File: src/rtl/ccbu_pkg.sv
package ccbu_pkg;

  typedef enum logic [1:0] {CC_LT = 2'd0, CC_EQ = 2'd1, CC_GT = 2'd2, CC_UN = 2'd3} ccCode_t;
  typedef enum logic [1:0] {OP_NOP = 2'd0, OP_BRA = 2'd1, OP_CAL = 2'd2, OP_RET = 2'd3} opKind_t;
  typedef enum logic [2:0] {
    T_FL = 3'd0, T_GT = 3'd1, T_EQ = 3'd2, T_GE = 3'd3,
    T_LT = 3'd4, T_NE = 3'd5, T_LE = 3'd6, T_TR = 3'd7
  } ccTest_t;
  typedef enum logic [1:0] {PC_INC = 2'd0, PC_TGT = 2'd1, PC_POP = 2'd2, PC_HOLD = 2'd3} pcSel_t;

  typedef struct packed {
    logic   clear;
    logic   ccWr;
    logic   push;
    pcSel_t pcSel;
  } dpCtl_t;

  function automatic logic testPass(ccTest_t t, ccCode_t c);
    case (t)
      T_FL:    return 1'b0;
      T_GT:    return c == CC_GT;
      T_EQ:    return c == CC_EQ;
      T_GE:    return (c == CC_GT) || (c == CC_EQ);
      T_LT:    return c == CC_LT;
      T_NE:    return c != CC_EQ;
      T_LE:    return (c == CC_LT) || (c == CC_EQ);
      default: return 1'b1;
    endcase
  endfunction

endpackage

File: src/rtl/ccbu_datapath.sv
module ccbu_datapath
  import ccbu_pkg::*;
#(
  parameter int PC_W        = 8,
  parameter int NUM_COMP    = 4,
  parameter int STACK_DEPTH = 4,
  parameter int DEPTH_W     = $clog2(STACK_DEPTH + 1)
) (
  input  logic                         clk,
  input  logic                         rstN,
  input  dpCtl_t                       ctl,
  input  logic [DEPTH_W-1:0]           depth,
  input  logic [32*NUM_COMP-1:0]       resVec,
  input  logic [2*NUM_COMP-1:0]        ccSwz,
  input  ccTest_t                      ccTest,
  input  logic [NUM_COMP-1:0]          writeMask,
  input  logic                         useIndirect,
  input  logic [PC_W-1:0]              tgtAddr,
  input  logic [PC_W*NUM_COMP-1:0]     addrVec,
  input  logic [$clog2(NUM_COMP)-1:0]  addrSel,
  output logic [PC_W-1:0]              pc,
  output logic [2*NUM_COMP-1:0]        ccOut,
  output logic                         anyPass,
  output logic [NUM_COMP-1:0]          condMask
);
  localparam int SEL_W = $clog2(NUM_COMP);
  localparam int IDX_W = $clog2(STACK_DEPTH);

  ccCode_t             ccReg   [NUM_COMP];
  ccCode_t             ccNext  [NUM_COMP];
  logic [NUM_COMP-1:0] lanePass;
  logic [PC_W-1:0]     retStack [STACK_DEPTH];
  logic [PC_W-1:0]     target;
  logic [PC_W-1:0]     pcInc;
  logic [DEPTH_W-1:0]  topSlot;

  for (genvar i = 0; i < NUM_COMP; i++) begin : g_comp
    logic [31:0]      fVal;
    logic [SEL_W-1:0] swz;
    assign fVal = resVec[32*i +: 32];
    assign swz  = ccSwz[SEL_W*i +: SEL_W];

    always_comb begin
      if (fVal[30:23] == 8'hFF && fVal[22:0] != '0) ccNext[i] = CC_UN;
      else if (fVal[30:0] == '0)                    ccNext[i] = CC_EQ;
      else if (fVal[31])                            ccNext[i] = CC_LT;
      else                                          ccNext[i] = CC_GT;
    end

    assign lanePass[i]     = testPass(ccTest, ccReg[swz]);
    assign ccOut[2*i +: 2] = ccReg[i];

    always_ff @(posedge clk) begin
      if (!rstN || ctl.clear) ccReg[i] <= CC_EQ;
      else if (ctl.ccWr)      ccReg[i] <= ccNext[i];
    end
  end

  assign anyPass  = |lanePass;
  assign condMask = writeMask & lanePass;
  assign target   = useIndirect ? addrVec[PC_W*addrSel +: PC_W] : tgtAddr;
  assign pcInc    = pc + PC_W'(1);
  assign topSlot  = depth - DEPTH_W'(1);

  always_ff @(posedge clk) begin
    if (ctl.push) retStack[depth[IDX_W-1:0]] <= pcInc;
  end

  always_ff @(posedge clk) begin
    if (!rstN || ctl.clear) pc <= '0;
    else begin
      case (ctl.pcSel)
        PC_INC:  pc <= pcInc;
        PC_TGT:  pc <= target;
        PC_POP:  pc <= retStack[topSlot[IDX_W-1:0]];
        default: pc <= pc;
      endcase
    end
  end

  // codes move only on an update strobe or a clear
  p_cc_hold_r4: assert property (@(posedge clk) disable iff (!rstN)
    (!ctl.ccWr && !ctl.clear) |=> $stable(ccOut));

  // a hold request keeps the program counter
  p_pc_hold_r12: assert property (@(posedge clk) disable iff (!rstN)
    (ctl.pcSel == PC_HOLD && !ctl.clear) |=> $stable(pc));

endmodule

File: src/rtl/ccbu_control.sv
module ccbu_control
  import ccbu_pkg::*;
#(
  parameter int STACK_DEPTH = 4,
  parameter int MAX_EXEC    = 65536,
  parameter int DEPTH_W     = $clog2(STACK_DEPTH + 1)
) (
  input  logic               clk,
  input  logic               rstN,
  input  logic               start,
  input  logic               instValid,
  input  opKind_t            opKind,
  input  logic               ccUpdate,
  input  logic               anyPass,
  output dpCtl_t             ctl,
  output logic [DEPTH_W-1:0] depth,
  output logic               running,
  output logic               ovfErr,
  output logic               limitErr
);
  localparam int CNT_W = $clog2(MAX_EXEC + 1);

  logic             exec;
  logic             stackFull;
  logic             callOvf;
  logic             retEmpty;
  logic             budgetEnd;
  logic [CNT_W-1:0] execCnt;

  assign exec      = running && instValid && !start;
  assign stackFull = depth == DEPTH_W'(STACK_DEPTH);
  assign callOvf   = exec && anyPass && opKind == OP_CAL && stackFull;
  assign retEmpty  = exec && anyPass && opKind == OP_RET && depth == '0;
  assign budgetEnd = exec && execCnt == CNT_W'(MAX_EXEC - 1);

  always_comb begin
    ctl.clear = start;
    ctl.ccWr  = exec && ccUpdate;
    ctl.push  = 1'b0;
    ctl.pcSel = exec ? PC_INC : PC_HOLD;
    if (exec && anyPass) begin
      case (opKind)
        OP_BRA: ctl.pcSel = PC_TGT;
        OP_CAL: if (!stackFull) begin
                  ctl.push  = 1'b1;
                  ctl.pcSel = PC_TGT;
                end
        OP_RET: ctl.pcSel = (depth == '0) ? PC_HOLD : PC_POP;
        default: ;
      endcase
    end
  end

  always_ff @(posedge clk) begin
    if (!rstN) begin
      running  <= 1'b0;
      depth    <= '0;
      ovfErr   <= 1'b0;
      limitErr <= 1'b0;
      execCnt  <= '0;
    end else if (start) begin
      running  <= 1'b1;
      depth    <= '0;
      ovfErr   <= 1'b0;
      limitErr <= 1'b0;
      execCnt  <= '0;
    end else if (exec) begin
      execCnt <= execCnt + CNT_W'(1);
      if (ctl.push)                  depth <= depth + DEPTH_W'(1);
      else if (ctl.pcSel == PC_POP)  depth <= depth - DEPTH_W'(1);
      if (callOvf)   ovfErr   <= 1'b1;
      if (budgetEnd) limitErr <= 1'b1;
      if (retEmpty || budgetEnd) running <= 1'b0;
    end
  end

  // nesting never exceeds the stack
  p_depth_bound_r7: assert property (@(posedge clk) disable iff (!rstN)
    depth <= DEPTH_W'(STACK_DEPTH));

  // a taken return on an empty stack ends the program
  p_ret_empty_halt_r9: assert property (@(posedge clk) disable iff (!rstN)
    (running && instValid && !start && anyPass && opKind == OP_RET && depth == '0) |=> !running);

  // an exhausted budget leaves the unit stopped
  p_limit_halt_r11: assert property (@(posedge clk) disable iff (!rstN)
    (limitErr && !start) |-> !running);

  // an idle unit stays idle without start
  p_idle_ignore_r12: assert property (@(posedge clk) disable iff (!rstN)
    (!running && !start) |=> (!running && $stable(depth)));

endmodule

File: src/rtl/ccbu_top.sv
module ccbu_top
  import ccbu_pkg::*;
#(
  parameter int PC_W        = 8,
  parameter int NUM_COMP    = 4,
  parameter int STACK_DEPTH = 4,
  parameter int MAX_EXEC    = 65536
) (
  input  logic                         clk,
  input  logic                         rstN,
  input  logic                         start,
  input  logic                         instValid,
  input  logic [1:0]                   opKind,
  input  logic                         ccUpdate,
  input  logic [32*NUM_COMP-1:0]       resVec,
  input  logic [2*NUM_COMP-1:0]        ccSwz,
  input  logic [2:0]                   ccTest,
  input  logic [NUM_COMP-1:0]          writeMask,
  input  logic                         useIndirect,
  input  logic [PC_W-1:0]              tgtAddr,
  input  logic [PC_W*NUM_COMP-1:0]     addrVec,
  input  logic [$clog2(NUM_COMP)-1:0]  addrSel,
  output logic [PC_W-1:0]              pc,
  output logic                         running,
  output logic [2*NUM_COMP-1:0]        ccOut,
  output logic [NUM_COMP-1:0]          condMask,
  output logic                         ovfErr,
  output logic                         limitErr
);
  localparam int DEPTH_W = $clog2(STACK_DEPTH + 1);

  dpCtl_t             ctl;
  logic [DEPTH_W-1:0] depth;
  logic               anyPass;

  ccbu_control #(
    .STACK_DEPTH(STACK_DEPTH), .MAX_EXEC(MAX_EXEC), .DEPTH_W(DEPTH_W)
  ) u_ctrl (
    .clk(clk), .rstN(rstN), .start(start), .instValid(instValid),
    .opKind(opKind_t'(opKind)), .ccUpdate(ccUpdate), .anyPass(anyPass),
    .ctl(ctl), .depth(depth), .running(running), .ovfErr(ovfErr), .limitErr(limitErr)
  );

  ccbu_datapath #(
    .PC_W(PC_W), .NUM_COMP(NUM_COMP), .STACK_DEPTH(STACK_DEPTH), .DEPTH_W(DEPTH_W)
  ) u_dp (
    .clk(clk), .rstN(rstN), .ctl(ctl), .depth(depth), .resVec(resVec),
    .ccSwz(ccSwz), .ccTest(ccTest_t'(ccTest)), .writeMask(writeMask),
    .useIndirect(useIndirect), .tgtAddr(tgtAddr), .addrVec(addrVec), .addrSel(addrSel),
    .pc(pc), .ccOut(ccOut), .anyPass(anyPass), .condMask(condMask)
  );

  // an overflowing call only steps the program counter
  p_ovf_no_branch_r8: assert property (@(posedge clk) disable iff (!rstN)
    $rose(ovfErr) |-> pc == PC_W'($past(pc) + 1));

endmodule

File: config.mk
export PLATFORM = sky130hd
export DESIGN_NAME = ccbu_top
export DESIGN_NICKNAME = d
export VERILOG_FILES = /design/src/rtl/ccbu_pkg.sv /design/src/rtl/ccbu_datapath.sv /design/src/rtl/ccbu_control.sv /design/src/rtl/ccbu_top.sv
export SDC_FILE = /design/constraint.sdc
export NUM_CORES = 1
export LEC_CHECK = 0
export ABC_AREA = 1
export ABC_CLOCK_PERIOD_IN_PS = 4000
export BUFFER_PORTS_ARGS = -buffer_cell sky130_fd_sc_hd__buf_4
export CAP_MARGIN = 0
export CORE_MARGIN = 5
export CORE_UTILIZATION = 51
export CTS_CLUSTER_SIZE = 8
export DETAILED_ROUTE_END_ITERATION = 7
export GPL_TIMING_DRIVEN = 0
export HOLD_SLACK_MARGIN = 0.02
export PLACE_DENSITY = 0.92
export SYNTH_ARGS = -nofsm -noshare
export SYNTH_HDL_FRONTEND = slang
export SYNTH_SLANG_ARGS = --single-unit
File: constraint.sdc
create_clock -name clk -period 4 [get_ports clk]
set_input_delay 0.8 -clock clk [delete_from_list [all_inputs] [get_ports clk]]
set_output_delay 0.8 -clock clk [all_outputs]
set_load 0.01 [all_outputs]
Word level (Yosys, flattened, before mapping). Memories as Yosys holds them, arrays and structs flattened. Index checks and enable logic that the tools add are counted.

Output and inout port bits: 23. Word-level logic and storage cells: 138. Memory bits (writable): 40. Memories: 2. Latch bits: 0. Input port bits: 193. Memory bits (read-only): 0. Register bits after elaboration: 31.

Memories: u_dp.retStack (depth 4, width 8, read ports 1, clocked after Yosys merged registers in 0, wr ports 1, RTL line ccbu_datapath.sv:32) `logic [PC_W-1:0] retStack [STACK_DEPTH];`; u_dp.ccReg (depth 4, width 2, read ports 8, clocked after Yosys merged registers in 0, wr ports 4, RTL line ccbu_datapath.sv:29) `ccCode_t ccReg [NUM_COMP];`.

$add $sub $neg: 4. Multipliers: 0. Div/mod/pow operators: 0. Muxes and demuxes: 40. $lt $le $gt $ge: 0. Shifts and indexed selects: 1. Reduce and logical (&&, ||, !) cells: 50. Equal/unequal tests: 29. Bitwise gates (word level): 6.

Operator list (number): 31-bit zero test (4); 23-bit nonzero test (4); 2-bit two-way mux (17); 8-bit equality test (second input constant) (4); 32-bit by 6-bit variable part select with 8-bit output (1); 1-bit one-hot mux with 7 select lines (4); 8-bit one-hot mux with 3 select lines (1); 17-bit by 1-bit adder with 17-bit output (second input constant) (1); 17-bit by 16-bit equality test with 1-bit output (second input constant) (1); 2-bit equality test (second input constant) (7); 1-bit logical AND (13); 2-bit by 1-bit equality test with 1-bit output (second input constant) (6); 3-bit equality test (second input constant) (4); 1-bit two-way mux (12); 3-bit two-way mux (4); 2-bit zero test (5); 1-bit logical OR (10); 8-bit by 1-bit adder with 8-bit output (second input constant) (1); 8-bit two-way mux (1); 2-bit by 1-bit != test with 1-bit output (second input constant) (4); 2-bit AND reduction (4); 3-bit by 2-bit equality test with 1-bit output (second input constant) (2); 3-bit zero test (2); 2-bit one-hot mux with 3 select lines (1); 11 further kinds (17).

Depth between registers and ports, before layout. An unclocked memory read counts as a cell.

Depth in word-level cells: 12. Depth in mapped cells: 21. Gate-level depth less buffers: 20.

Modules after synthesis. Synthesis repeated with hierarchy kept, for this count alone.

Cell total of the unflattened synthesis: 735. Area total of the unflattened synthesis: 5001.0 µm².

Modules (own cells, without submodules): ccbu_datapath (instances 1, area an instance 3791.1 µm², cells each 562, seq. area each 1361.3 µm²); ccbu_control (instances 1, area an instance 1209.9 µm², cells each 173, seq. area each 460.4 µm²).

Worst setup path after synthesis. No wires, ideal clock.

Kind: input port to flip-flop. From: input ccSwz[6]. To: register u_dp.pc[2]. Setup time: 0.127 ns. Stages on the path: 17. Data required time: 3.873 ns. Buffers on the path: 1. Data arrival time: 2.596 ns. Path slack: 1.277 ns. Cell sequence: inv_2 > nand2_1 > nand3_1 > nand2_1 > nand3_1 > nand2_1 > nor2_2 > nand3_2 > nor2_4 > nand2_4 > nand2_1 > nand2_1 > ha_1 > clkbuf_1 > inv_1 > o21ai_0 > a21oi_1.

Word-level cells in the longest chain between the ends: 9. Elaborated cells on any way between the ends: 16. Classes of those cells: eq/ne: 5; mux: 3; reduce/logical: 7; memory: 1.

Ends and longest elaborated chain: start, declared (RTL line ccbu_top.sv:16) `input logic [2*NUM_COMP-1:0] ccSwz,`; memory read 4 x 2 bit *; 2-bit by 1-bit equality test with 1-bit output (tied with other cells) (RTL line ccbu_pkg.sv:22, ccbu_pkg.sv:23, ccbu_pkg.sv:26); 1-bit logical OR, on equally long branches (RTL line ccbu_pkg.sv:26, ccbu_pkg.sv:23); 1-bit one-hot mux with 7 select lines * (RTL line ccbu_pkg.sv:19) `case (t)`; 4-bit OR reduction * (RTL line ccbu_datapath.sv:59) `assign anyPass = |lanePass;`; 1-bit logical AND * (RTL line ccbu_control.sv:41) `if (exec && anyPass) begin`; 3-bit two-way mux * (RTL line ccbu_control.sv:41); 2-bit equality test (tied with other cells) (RTL line ccbu_datapath.sv:72) `case (ctl.pcSel)`; 8-bit one-hot mux with 3 select lines or 3-bit nonzero test (tied branches); end signal, assigned (RTL line ccbu_datapath.sv:73) `PC_INC: pc <= pcInc;`; end signal, assigned (RTL line ccbu_datapath.sv:74) `PC_TGT: pc <= target;`; end signal, assigned (RTL line ccbu_datapath.sv:75) `PC_POP: pc <= retStack[topSlot[IDX_W-1:0]];`; end, declared (RTL line ccbu_datapath.sv:21) `output logic [PC_W-1:0] pc,`.

Every way passes the cells marked *; elsewhere a longest branch is shown, timed or not. A chain may end at the register's enable or synchronous reset.

Worst setup path in the final report.
From: register u_ctrl.depth[0]. To: register u_dp.pc[7].

Word-level cells in the longest chain between the ends: 6. Elaborated cells on any way between the ends: 13. Classes of those cells: add/sub: 1; eq/ne: 3; mux: 5; reduce/logical: 3; memory: 1.

Ends and longest elaborated chain: start, declared (RTL line ccbu_control.sv:16) `output logic [DEPTH_W-1:0] depth,`; start signal, assigned (RTL line ccbu_control.sv:69) `if (ctl.push) depth <= depth + DEPTH_W'(1);`; start signal, assigned (RTL line ccbu_control.sv:70) `else if (ctl.pcSel == PC_POP) depth <= depth - DEPTH_W'(1);`; 3-bit equality test or 3-bit zero test (tied branches) (RTL line ccbu_control.sv:31, ccbu_control.sv:48); 3-bit two-way mux or 1-bit two-way mux (tied branches) (RTL line ccbu_control.sv:44, ccbu_control.sv:48); 2-bit one-hot mux with 3 select lines (RTL line ccbu_control.sv:42) `case (opKind)`; 3-bit two-way mux (RTL line ccbu_control.sv:41); 2-bit equality test (tied with other cells) (RTL line ccbu_datapath.sv:72); 8-bit one-hot mux with 3 select lines or 3-bit nonzero test (tied branches).

Several ways; a longest one is shown, not always the timed one.

==> metrics.md <==
| Metric | Value |
|---|---|
| Fmax | `297 MHz` |
| Overflow after GRT | `0` |
| Yosys cell types | `43` |
| Post-cts sizing count | `0` |
| H-tree lvl count | `3` |
| Clock root cell | `clkbuf_8` |
| Setup-failing EPs final | `0` |
| CP max stage cell | `dfxtp_1` |
| Fin cells | `roughly 990` |
| Area Overhead vs Synth | `40.8%` |
| Peak supply drop | `0.283 mV` |
| HPWL after detailed placement | `12400 um` |
| Core footprint | `about 9100 um^2` |
| CTS buffer count | `9` |
| CP Launch Type | `flip-flop` |
| Synth Register Bits | `between 70 and 80` |
| Die area | `around 11000 um^2` |
| Met3 usage | `5.08%` |
| Flop-to-flop setup slack | `0.63 ns` |
| Ports | `between 200 and 250` |
| Gr busiest metal | `met2` |
| Worst hold stages | `2` |
| Worst skew pair latency | `0.34 ns` |
| Worst-Margin Slew | `approximately 0.95 ns` |
| Top cell by count, worst path | `a21oi_1` |
| Status | `complete, no violations` |
| GR Layer Usage met1 | `36.8%` |
| WS Path Type | `reg -> reg` |
| CP endpoint kind | `flip-flop` |
| DRC | `0` |
| Fin util | `roughly 72%` |
| RD Place Congestion | `approximately 0.94` |
| Clk buf depth | `2` |
| Diode count | `0` |
| DIE WIDTH | `106 um` |
| Number of cell rows | `35` |
| Met2 usage | `between 40% and 50%` |
| PwrDens | `244 nW/um^2` |
| Vias in the first global route | `5178` |
| Total number of vias | `5537` |
| Max-slew violations | `0` |
| GRT Util Overall | `27.4%` |
| Largest net degree at the start of global routing | `13` |
| Hold Buf Count CTS | `0` |
| Tmin final | `3.37 ns` |
| Average size of a mapped cell | `7.22 um^2` |
| Dpl cells | `975` |
| CTS tree | `yes` |
| # nets final | `1079` |
| WL/cell | `15.9 um` |
| Mapped Cells | `about 650` |
| Clock-pin slew on the worst setup and hold paths | `0.07 ns` |
| Reg2Reg Depth | `15` |
| Initial antenna violation count | `0` |
| Cell Chain, Critical Path | `clkbuf_1 -> clkinv_1 -> buf_2 -> ha_1 -> inv_1 -> nor2_1 -> nor2_1 -> a21oi_1 -> a21oi_1 -> ha_1 -> clkbuf_1 -> inv_1 -> a221oi_1 -> o21ai_0 -> a21oi_1` |
| Crit path max fanout | `12` |
| Final TNS setup | `0 ns` |
| Chip Height | `106 um` |
| RSZ-0062 raised after global routing | `false` |
| Final Hold Vio Count | `0` |
| Total clock sinks | `71` |
| Period Utilization, post-route | `84.2%` |
| IO Port Bufs | `215` |
| Worst Hold Class | `reg -> reg` |
| Global-route wire length before repair | `24900 um` |
| Post-Syn Nets | `853` |
| Initial Utilization | `51.5%` |
| CP Data Arrival Time | `3.64 ns` |
| Rel. slew slack | `36.5%` |
| Iteration-0 DRC Markers | `596` |
| Pre-Repair DR Iteration Count | `5` |
| LEAKAGE | `2.89 nW` |
| Total Routed Length | `15800 um` |
| Post-DRT Antenna Nets | `0` |
| Syn Std Cell Area | `4690 um^2` |
| Clk_skew | `around 0.0072 ns` |
| Crit path largest cell delay | `0.38 ns` |
| Maxcap violations | `0` |
| Share of cells above drive strength 1 | `29.8%` |
| Ys Warns | `0` |
| Postcts setup bufs | `0` |
| Worst Path Required | `about 4.3 ns` |
| Via/cell ratio | `5.59` |
| Register area share after synthesis | `between 30% and 40%` |
-- layout by cell type, fill, tap and decap left out, drive strengths merged, types with 20 or more instances in the layout --
| cell type | synthesis | layout |
|---|---|---|
| dfxtp | 31 | 31 |
| nor2 | 73 | 73 |
| nand2 | 155 | 155 |
| buf | 5 | 220 |
| edfxtp | 40 | 40 |
| inv | 66 | 66 |
| clkbuf | 9 | 20 |
| a21oi | 37 | 37 |
| o21ai | 69 | 69 |
| nand3 | 46 | 46 |
| nor4 | 23 | 23 |
-- metal layers --
| layer | vias up | wire, um |
|---|---|---|
| met5 | - | 0 |
| met4 | 0 | 290 |
| met3 | 35 | 1290 |
| met2 | 253 | 7650 |
| met1 | 2542 | 6540 |
| li1 | 2707 | - |
-- report_power, final --
part           switching (mW)  leakage [nW]  internal (mW)
clock network           0.260        0.0805          0.220
registers             0.00810         0.587          0.773
logic                   0.162          2.23          0.185
-- path summary, 6_finish.rpt --
path	start	end
worst max-delay path	u_ctrl.depth[0]	u_dp.pc[7]
worst max register to register	u_ctrl.depth[0]	u_dp.pc[7]
worst min register to register	u_ctrl.ovfErr	u_ctrl.ovfErr
worst min-delay path	u_ctrl.ovfErr	u_ctrl.ovfErr
-- layout make-up --
type                       instances  area (um^2)
clock buffer                      11          131
fill                             702         2510
clock inverter                     5         26.3
tap                              111          139
timing repair buffer             215         1610
multi-input combinational        496         2550
sequential                        71         1820
buffer                            14         60.1
inverter                          68          255
-- flip-flops by register name, summed over array words and instances, names as in the netlist --
| register | count |
|---|---|
| u_ctrl.ovfErr | 1 |
| u_dp.pc | 8 |
| u_ctrl.execCnt | 17 |
| u_dp.ccReg | 8 |
| u_ctrl.running | 1 |
| u_ctrl.limitErr | 1 |
| u_ctrl.depth | 3 |
| u_dp.retStack | 32 |
-- logic make-up (layout without fill, tap and decap cells) --
group | after synthesis | after routing | share of synthesized area [%]
XOR/XNOR | 8 | 8 | 1.49
AND/OR/NAND/NOR | 344 | 344 | 34.2
buffers and inverters | 82 | 313 | 6.73
AO/OA/AOI/OAI | 133 | 133 | 15.8
adder cells (fa/ha/maj) | 11 | 11 | 2.94
flip-flops | 71 | 71 | 38.9
-- through the flow --
| step | instance area [um^2] | hold WS, ns | total power, mW | worst slack (ns) |
|---|---|---|---|---|
| 4_1_cts | 6600 | 0.466 | 1.61 | 0.661 |
| 5_1_grt | 6600 | 0.486 | 1.68 | 0.259 |
| 6_report | 6600 | 0.467 | 1.61 | 0.633 |
| 2_1_floorplan | 4690 | 0.439 | 0.932 | 1.28 |
| 3_3_place_gp | 6440 | 0.442 | 1.13 | 0.722 |
| 3_5_place_dp | 6440 | 0.455 | 1.14 | 0.668 |
-- cell usage after synthesis (all sizes together) --
master,count,area (um^2)
edfxtp,40,1200
a211oi,1,7.51
o21a,1,7.51
xor2,6,52.6
nand3b,4,30.0
nand4,16,100
clkinv,2,7.51
a21oi,37,189
a221oi,1,8.76
buf,5,26.3
and2,4,25.0
o21ba,1,10.0
o211ai,7,52.6
nand3,46,253
o22ai,7,43.8
ha,11,138
nor4,23,150
dfxtp,31,621
nor3,14,80.1
or4,8,60.1
xnor2,2,17.5
clkbuf,9,33.8
o221ai,7,61.3
o21ai,69,345
inv,66,248
nor3b,1,7.51
nor2,73,292
o2111ai,1,8.76
nand2,155,604
o31ai,1,7.51
-- critical path, delay by kind of cell, from the launching register on --
family	cells	cell delay, ns
flip-flops	1	0.38
AND/OR/NAND/NOR	2	0.16
buffers and inverters	6	1.53
adder cells (fa/ha/maj)	2	0.44
AO/OA/AOI/OAI	5	0.78
No activity file was read; power rests on OpenSTA's default activity.
